**src/rtl/irq_redir_pkg.sv**
```systemverilog
package irq_redir_pkg;
  localparam int CFG_W  = 2;
  localparam int STAT_W = 4;
  localparam int F_MASK = 0;
  localparam int F_TRIG = 1;
  localparam int F_RIRR = 2;
  localparam int F_BUSY = 3;

  typedef enum logic {
    TRIG_EDGE  = 1'b0,
    TRIG_LEVEL = 1'b1
  } trig_e;

  typedef struct packed {
    trig_e trig;
    logic  mask;
  } cfg_t;
endpackage

```
**src/rtl/irq_pin_sync.sv**
```systemverilog
module irq_pin_sync #(
  parameter int STAGES = 2
) (
  input  logic clk,
  input  logic rst,
  input  logic pin_i,
  output logic lvl_o
);
  logic [STAGES-1:0] chain_q;

  generate
    if (STAGES == 1) begin : g_one
      always_ff @(posedge clk) begin
        if (rst) chain_q <= '0;
        else     chain_q <= pin_i;
      end
    end else begin : g_many
      always_ff @(posedge clk) begin
        if (rst) chain_q <= '0;
        else     chain_q <= {chain_q[STAGES-2:0], pin_i};
      end
    end
  endgenerate

  assign lvl_o = chain_q[STAGES-1];
endmodule

```
**src/rtl/irq_detect.sv**
```systemverilog
module irq_detect (
  input  logic clk,
  input  logic rst,
  input  logic lvl_i,
  input  logic mask_i,
  output logic rise_o,
  output logic act_o
);
  logic prev_q;
  logic act_q;
  logic rise;
  logic fall;

  assign rise = lvl_i & ~prev_q;
  assign fall = ~lvl_i & prev_q;

  // prev always tracks, so transitions seen while masked are consumed
  always_ff @(posedge clk) begin
    if (rst) prev_q <= 1'b0;
    else     prev_q <= lvl_i;
  end

  // level state only moves on transitions observed while enabled
  always_ff @(posedge clk) begin
    if (rst) begin
      act_q <= 1'b0;
    end else if (!mask_i) begin
      if (rise)      act_q <= 1'b1;
      else if (fall) act_q <= 1'b0;
    end
  end

  assign rise_o = rise & ~mask_i;
  assign act_o  = act_q;
endmodule

```
**src/rtl/irq_flags.sv**
```systemverilog
module irq_flags
  import irq_redir_pkg::*;
(
  input  logic  clk,
  input  logic  rst,
  input  trig_e trig_i,
  input  logic  mask_i,
  input  logic  edge_ev_i,
  input  logic  lvl_act_i,
  input  logic  accept_i,
  input  logic  eoi_i,
  output logic  req_o,
  output logic  busy_o,
  output logic  rirr_o
);
  logic req_q;
  logic busy_q;
  logic rirr_q;
  logic fire_edge;
  logic fire_lvl;
  logic fire;

  assign fire_edge = (trig_i == TRIG_EDGE) & edge_ev_i & ~busy_q;
  assign fire_lvl  = (trig_i == TRIG_LEVEL) & lvl_act_i & ~mask_i
                     & ~busy_q & ~rirr_q;
  assign fire      = fire_edge | fire_lvl;

  always_ff @(posedge clk) begin
    if (rst) begin
      req_q  <= 1'b0;
      busy_q <= 1'b0;
      rirr_q <= 1'b0;
    end else begin
      req_q <= fire;
      if (fire)          busy_q <= 1'b1;
      else if (accept_i) busy_q <= 1'b0;
      if (busy_q && accept_i && trig_i == TRIG_LEVEL) rirr_q <= 1'b1;
      else if (eoi_i)                                 rirr_q <= 1'b0;
    end
  end

  assign req_o  = req_q;
  assign busy_o = busy_q;
  assign rirr_o = rirr_q;
endmodule

```
**src/rtl/irq_redir_entry.sv**
```systemverilog
module irq_redir_entry
  import irq_redir_pkg::*;
#(
  parameter int SYNC_STAGES = 2
) (
  input  logic              clk,
  input  logic              rst,
  input  logic              irq_pin,
  input  logic              reg_we,
  input  logic [CFG_W-1:0]  reg_wdata,
  output logic [STAT_W-1:0] reg_rdata,
  output logic              dlv_req,
  input  logic              dlv_accept,
  input  logic              dlv_eoi
);
  cfg_t cfg_q;
  logic pin_lvl;
  logic edge_ev;
  logic lvl_act;
  logic busy_q;
  logic rirr_q;
  logic cfg_mask;
  logic cfg_level;

  always_ff @(posedge clk) begin
    if (rst) begin
      cfg_q.mask <= 1'b1;
      cfg_q.trig <= TRIG_EDGE;
    end else if (reg_we) begin
      cfg_q <= cfg_t'(reg_wdata);
    end
  end

  assign cfg_mask  = cfg_q.mask;
  assign cfg_level = (cfg_q.trig == TRIG_LEVEL);

  irq_pin_sync #(.STAGES(SYNC_STAGES)) u_sync (
    .clk   (clk),
    .rst   (rst),
    .pin_i (irq_pin),
    .lvl_o (pin_lvl)
  );

  irq_detect u_det (
    .clk    (clk),
    .rst    (rst),
    .lvl_i  (pin_lvl),
    .mask_i (cfg_mask),
    .rise_o (edge_ev),
    .act_o  (lvl_act)
  );

  irq_flags u_flags (
    .clk       (clk),
    .rst       (rst),
    .trig_i    (cfg_q.trig),
    .mask_i    (cfg_mask),
    .edge_ev_i (edge_ev),
    .lvl_act_i (lvl_act),
    .accept_i  (dlv_accept),
    .eoi_i     (dlv_eoi),
    .req_o     (dlv_req),
    .busy_o    (busy_q),
    .rirr_o    (rirr_q)
  );

  always_comb begin
    reg_rdata         = '0;
    reg_rdata[F_MASK] = cfg_mask;
    reg_rdata[F_TRIG] = cfg_level;
    reg_rdata[F_RIRR] = rirr_q;
    reg_rdata[F_BUSY] = busy_q;
  end
endmodule

```
**config.mk**
```make
export PLATFORM = sky130hd
export DESIGN_NAME = irq_redir_entry
export DESIGN_NICKNAME = d
export VERILOG_FILES = /design/src/rtl/irq_redir_pkg.sv /design/src/rtl/irq_pin_sync.sv /design/src/rtl/irq_detect.sv /design/src/rtl/irq_flags.sv /design/src/rtl/irq_redir_entry.sv
export SDC_FILE = /design/constraint.sdc
export NUM_CORES = 1
export LEC_CHECK = 0
export BUFFER_PORTS_ARGS = -buffer_cell sky130_fd_sc_hd__clkbuf_2
export CORE_AREA = 2 2 39 41
export DETAILED_ROUTE_END_ITERATION = 6
export DIE_AREA = 0 0 41 43
export SKIP_LAST_GASP = 1
export SLEW_MARGIN = 20
export SYNTH_ARGS = -nofsm -noshare
export SYNTH_HDL_FRONTEND = slang
export SYNTH_SLANG_ARGS = --single-unit
```
**constraint.sdc**
```tcl
create_clock -name clk -period 1.83 [get_ports clk]
set_input_delay 0 -clock clk [delete_from_list [all_inputs] [get_ports clk]]
set_output_delay 0 -clock clk [all_outputs]
set_load 0.02 [all_outputs]
```
==> impl_metrics.toml, run 1 <==
[run_status]
status = "finished, final reports clean"

[yosys]
synthCells = 35
postSynthAreaPerCell_um2 = 10.87
seq_area_frac_synth = 0.4737
ys_seq_elements = 9
synth.area.top_cells = "dfxtp_1, buf_4, nor2b_1, a311oi_2, mux2_4"
yosys_warnings = 0
ys_types = 19
netlist.top_cell.by_area = "dfxtp_1"
syn_nets = 44
syn_area_um2 = 380.4
synth_top_area_frac = 0.4737

[setup_path]
reg2reg_depth = 3
worstSetupStartpoint = "cfg_mask"
critical_path_peak_fanout = 6
cp-start-kind = "register"
critPathKind = "register to register"
timing.rr.end = "cfg_mask"
critPathCaptureType = "register"
worst-endpoint-arrival_ps = 1500
worst_ep_required_time_ps = 1970
endpoint = "cfg_mask"
worstReg2RegStart = "cfg_mask"
reg2reg_slack_ps = 470

[placement]
globalplace.congestion = 0.6124
dp.cells = 58
place_ws_ps = 681.7
portBuffers = 12

[timing]
tightest_slew_ps = 304.0
setup-violations-final = 0
setup_tns_ps = 0
fin_crit_sh = 0.7436
slew_headroom = 0.7969
max_freq_mhz = 734.9
period_minus_slack_ps = 1361
hold_viol_final = 0
skew_ps = 0.8560
rsz0062_at_grt = "false"
report.final.slew_viol_count = 0
setup_ws_ps = 469.3

[cts]
clock-sinks = 9
cts.repair.resized = 0
cts_hold_buffers = 4
root_buffer = "clkbuf_4"
clk_pin_slew_ps = 60
cts_tree = "done"
cts_made_buffers = 3
cts_buffer_depth = 2
clkLatencyLatePin_ps = 250
cts-htree-levels = 1
post_cts_buffers = 0

[worst_hold_path]
worstHoldPathType = "primary input to register"

[die]
die_w_um = 41
rows = 14
die_area_um2 = 1763
die_h_um = 43
core_um2 = 1384
start_util = 0.2749
pin_count = 13

[detailed_routing]
met2WireLength_um = 240
wl_met3_um = 35
viasPerCell = 4.197
ant_nets = 0
num_vias = 277
routed_wl_um = 607
drtIter0Drc = 7
wire_per_inst_um = 9.197
wl_met1_um = 308
top_layer_used = "met4"
drc = 0
drtPass1Iterations = 4

[final_layout]
fill_cells = 151
ff_latch_area_um2 = 180.2
area_delta_synth_final_pct = 29.61
drive_above_1_share = 0.3600
stdcell_count = 66
fin_nets = 60
num_antenna_cells = 0
multiInputGateArea_um2 = 162.7
final_core_util = 0.3562

[global_route]
grt_pass1_vias = 260
grt_overflow = 0
track_usage = 0.09869
grt_pass1_wl_um = 1028
grt_max_degree = 10
antenna_found_initial = 0

[pwr]
p_seq_frac = 0.520
clkPwrFrac = 0.378
swShare = 0.2221
p_sw_w = 0.00008848
ir_worst_vdd_uv = 247.9
internal_power_w = 0.0003098
p_comb_frac = 0.103
p_per_area_nw_per_um2 = 807.9
leakagePower_nw = 0.2013

[run]
max_cap_viol_count = 0
[kinds of logic (layout without fill, tap and decap cells)]
family,after synthesis,after routing,synth area share
adder cells (fa/ha/maj),1,1,0.03289
buffers and inverters,6,21,0.09867
AND/OR/NAND/NOR,11,11,0.2006
multiplexers,2,2,0.06578
flip-flops,9,9,0.4737
AO/OA/AOI/OAI,6,6,0.1283
[cell usage in the layout, fill, tap and decap left out, drive strengths merged]
master	instances
a2111oi	1
a211o	1
a21oi	2
a311oi	1
clkbuf	16
dfxtp	9
dlygate4sd3	4
ha	1
inv	1
mux2	1
mux2i	1
nand2b	3
nand3	1
nand3b	1
nor2	1
nor2b	4
o21ai	1
or3b	1
[worst min-delay path by stage]
stage / from / to / slack (ps) / cells after the start
finish: dlv_eoi / u_flags.rirr_o / 7 / 3
global route: dlv_eoi / u_flags.rirr_o / 20 / 3
CTS: dlv_eoi / u_flags.rirr_o / 2 / 3
detailed placement: reg_wdata[0] / cfg_mask / 210 / 2
global placement: reg_wdata[0] / cfg_mask / 210 / 2
floorplan: reg_wdata[0] / cfg_mask / 120 / 1
[power groups by stage]
stage,combinational (W),clock (W),sequential [W]
floorplan,0.0000255,0,0.000210
global placement,0.0000340,0,0.000211
detailed placement,0.0000342,0,0.000211
CTS,0.0000414,0.000161,0.000207
global route,0.0000451,0.000170,0.000208
finish,0.0000409,0.000150,0.000207
[registers in the layout, summed over array words and instances, names as in the netlist]
name	flops
u_sync.chain_q	2
u_flags.rirr_o	1
cfg_level	1
u_flags.req_o	1
u_det.prev_q	1
u_det.act_o	1
u_flags.busy_o	1
cfg_mask	1
[cells in the mapped netlist]
master and count:
dfxtp_1 9, buf_4 4, nor2b_1 4, a21oi_1 2, nand2b_1 2, a2111oi_1 1
a211o_1 1, a311oi_2 1, clkbuf_1 1, ha_1 1, inv_1 1, mux2_4 1
mux2i_1 1, nand2b_4 1, nand3_1 1, nand3b_1 1, nor2_1 1, o21ai_0 1
or3b_1 1
[layout make-up]
| class | instances | area share |
|---|---|---|
| clock buffers | 4 | 0.05330 |
| multi-input cells | 20 | 0.3299 |
| repair buffers | 16 | 0.2030 |
| well taps | 16 | 0.04061 |
| flip-flops and latches | 9 | 0.3655 |
| inverters | 1 | 0.007614 |
[critical path, cell delays in order (launching register included)]
cell and delay (ps):
dfxtp_1 350, nor2b_1 140, a211o_1 210, dlygate4sd3_1 540
[routing by layer]
| layer | vias up | GRT usage |
|---|---|---|
| met5 | - | 0 |
| met4 | 0 | 0.1200 |
| met3 | 2 | 0.06283 |
| met2 | 10 | 0.1125 |
| met1 | 117 | 0.1039 |
| li1 | 148 | - |
[per-stage QoR]
step	total power, W	area [µm²]	hold slack (ps)
2_1_floorplan	0.0002358	380.4	117.9
3_3_place_gp	0.0002454	426.7	209.3
3_5_place_dp	0.0002456	426.7	211.9
4_1_cts	0.0004095	493.0	2.406
5_1_grt	0.0004226	493.0	15.72
6_report	0.0003983	493.0	7.392
(Power assumes the default switching activity.)
==> run 2, diff against run 1 <==
- clock period: 1.83 -> 1.1 ns (I/O delays scaled with it)
==> impl_metrics.toml, run 2 (synthesis results as in run 1) <==
[die]
pin_count = 13
core_um2 = 1384
start_util = 0.2749
die_h_um = 43
die_w_um = 41
die_area_um2 = 1763
rows = 14

[timing]
setup_tns_ps = -26.70
hold_viol_final = 0
setup-violations-final = 1
fin_crit_sh = 1.024
setup_ws_ps = -26.70
period_minus_slack_ps = 1127
max_freq_mhz = 887.5
rsz0062_at_grt = "true"
skew_ps = 0.3010
tightest_slew_ps = 346.8
slew_headroom = 0.7682
report.final.slew_viol_count = 0

[final_layout]
area_delta_synth_final_pct = 39.14
fin_nets = 62
drive_above_1_share = 0.5000
largest_reg_flops = 2
num_antenna_cells = 0
final_common_cell = "clkbuf_2"
most-common-layout-cells = "clkbuf_2, dfxtp_1, nor2b_1, dlygate4sd3_1, clkbuf_4"
multiInputGateArea_um2 = 181.4
largest_register = "u_sync.chain_q"
fill_cells = 142
ff_latch_area_um2 = 182.7

[pwr]
leakagePower_nw = 0.2160
p_per_area_nw_per_um2 = 1283
p_comb_frac = 0.110
internal_power_w = 0.0005209
swShare = 0.2328
p_seq_frac = 0.510
finalPower_w = 0.0006790
ir_worst_vdd_uv = 564.1
p_sw_w = 0.0001581
clkPwrFrac = 0.380

[setup_path]
critical_path_peak_fanout = 2
critPathKind = "register to register"
worstReg2RegStart = "u_sync.chain_q[1]"
cp-start-kind = "register"
worst_ep_required_time_ps = 1300
worst-endpoint-arrival_ps = 1320
worstSetupStartpoint = "u_sync.chain_q[1]"
critPathCaptureType = "register"

[global_route]
track_usage = 0.09879
antenna_found_initial = 0
grt_max_degree = 10
grt_pass1_vias = 266
grt_pass1_wl_um = 1076
grt_overflow = 0

[cts]
cts_made_buffers = 3
clk_pin_slew_ps = 60
clkLatencyLatePin_ps = 260
clock-sinks = 9
cts_buffer_depth = 2
post_cts_buffers = 0
cts_tree = "done"
cts-htree-levels = 1
root_buffer = "clkbuf_4"

[detailed_routing]
wire_per_inst_um = 10.43
drtPass1Iterations = 4
viasPerCell = 4.426
drc = 0
num_vias = 301
routed_wl_um = 709
ant_nets = 0
drtIter0Drc = 7

[run_status]
violations = "negative setup slack"
status = "complete, but fails checks"

[placement]
portBuffers = 12
globalplace.congestion = 0.5937

[worst_hold_path]
holdCritStartpoint = "dlv_eoi"
worstHoldPathType = "primary input to register"

[run]
max_cap_viol_count = 0
-- run 2: cell count changes in the layout (fill, tap and decap cells not counted), sizes merged --
| cell | before | now |
|---|---|---|
| buf | 0 | 2 |
-- run 2: layout make-up --
class / instances / share of cell area
Clock buffer: 4 / 0.04965
Inverter: 1 / 0.007092
Multi-Input combinational cell: 20 / 0.3428
Sequential cell: 9 / 0.3452
Tap cell: 16 / 0.03783
Timing Repair Buffer: 18 / 0.2175
-- run 2: worst paths after layout --
check / cells past startpoint / to / slack (ps)
max reg2reg: 3 / u_det.act_o / -30
min: 3 / u_flags.rirr_o / 9
min reg2reg: 1 / u_sync.chain_q[1] / 440
max: 3 / u_det.act_o / -30
-- run 2: what timing repair did --
action	4_1_cts	5_1_grt
gates resized for setup	0	6
hold buffers	4	0
pin swaps	0	1
setup endpoints to repair	2	2
hold endpoints to repair	3	0
-- run 2: stage by stage --
stage | cell area, µm² | setup WS [ps] | hold WS (ps) | cells | utilization
3_3_place_gp | 441.7 | -27.55 | 211.4 | 60 | 0.3192
5_1_grt | 529.3 | -77.74 | 41.12 | 68 | 0.3825
4_1_cts | 508.0 | -76.49 | 2.005 | 68 | 0.3671
6_report | 529.3 | -26.70 | 9.119 | 68 | 0.3825
2_1_floorplan | 380.4 | 7.530 | 117.9 | 35 | -
3_5_place_dp | 441.7 | -49.62 | 213.9 | 60 | 0.3192
-- run 2: power groups by stage --
stage	clock network (W)	logic (W)	registers [W]
4_1_cts	0.000273	0.0000710	0.000344
3_3_place_gp	0	0.0000593	0.000352
3_5_place_dp	0	0.0000599	0.000352
2_1_floorplan	0	0.0000424	0.000350
5_1_grt	0.000282	0.0000819	0.000348
6_report	0.000258	0.0000749	0.000346
-- run 2: critical path: stages, from the launching register on --
cell and delay (ps):
dfxtp_2 330, ha_4 230, or3b_4 370, a21oi_2 130
-- run 2: layer usage --
metal  vias up  part of all wire  routed length [µm]  global-route usage
li1        152                 -                   -                   -
met1       137              0.44                 309              0.1140
met2        10              0.49                 344              0.1219
met3         2             0.055                  39             0.03141
met4         0             0.020                  14              0.1200
met5         -                 0                   0                   0
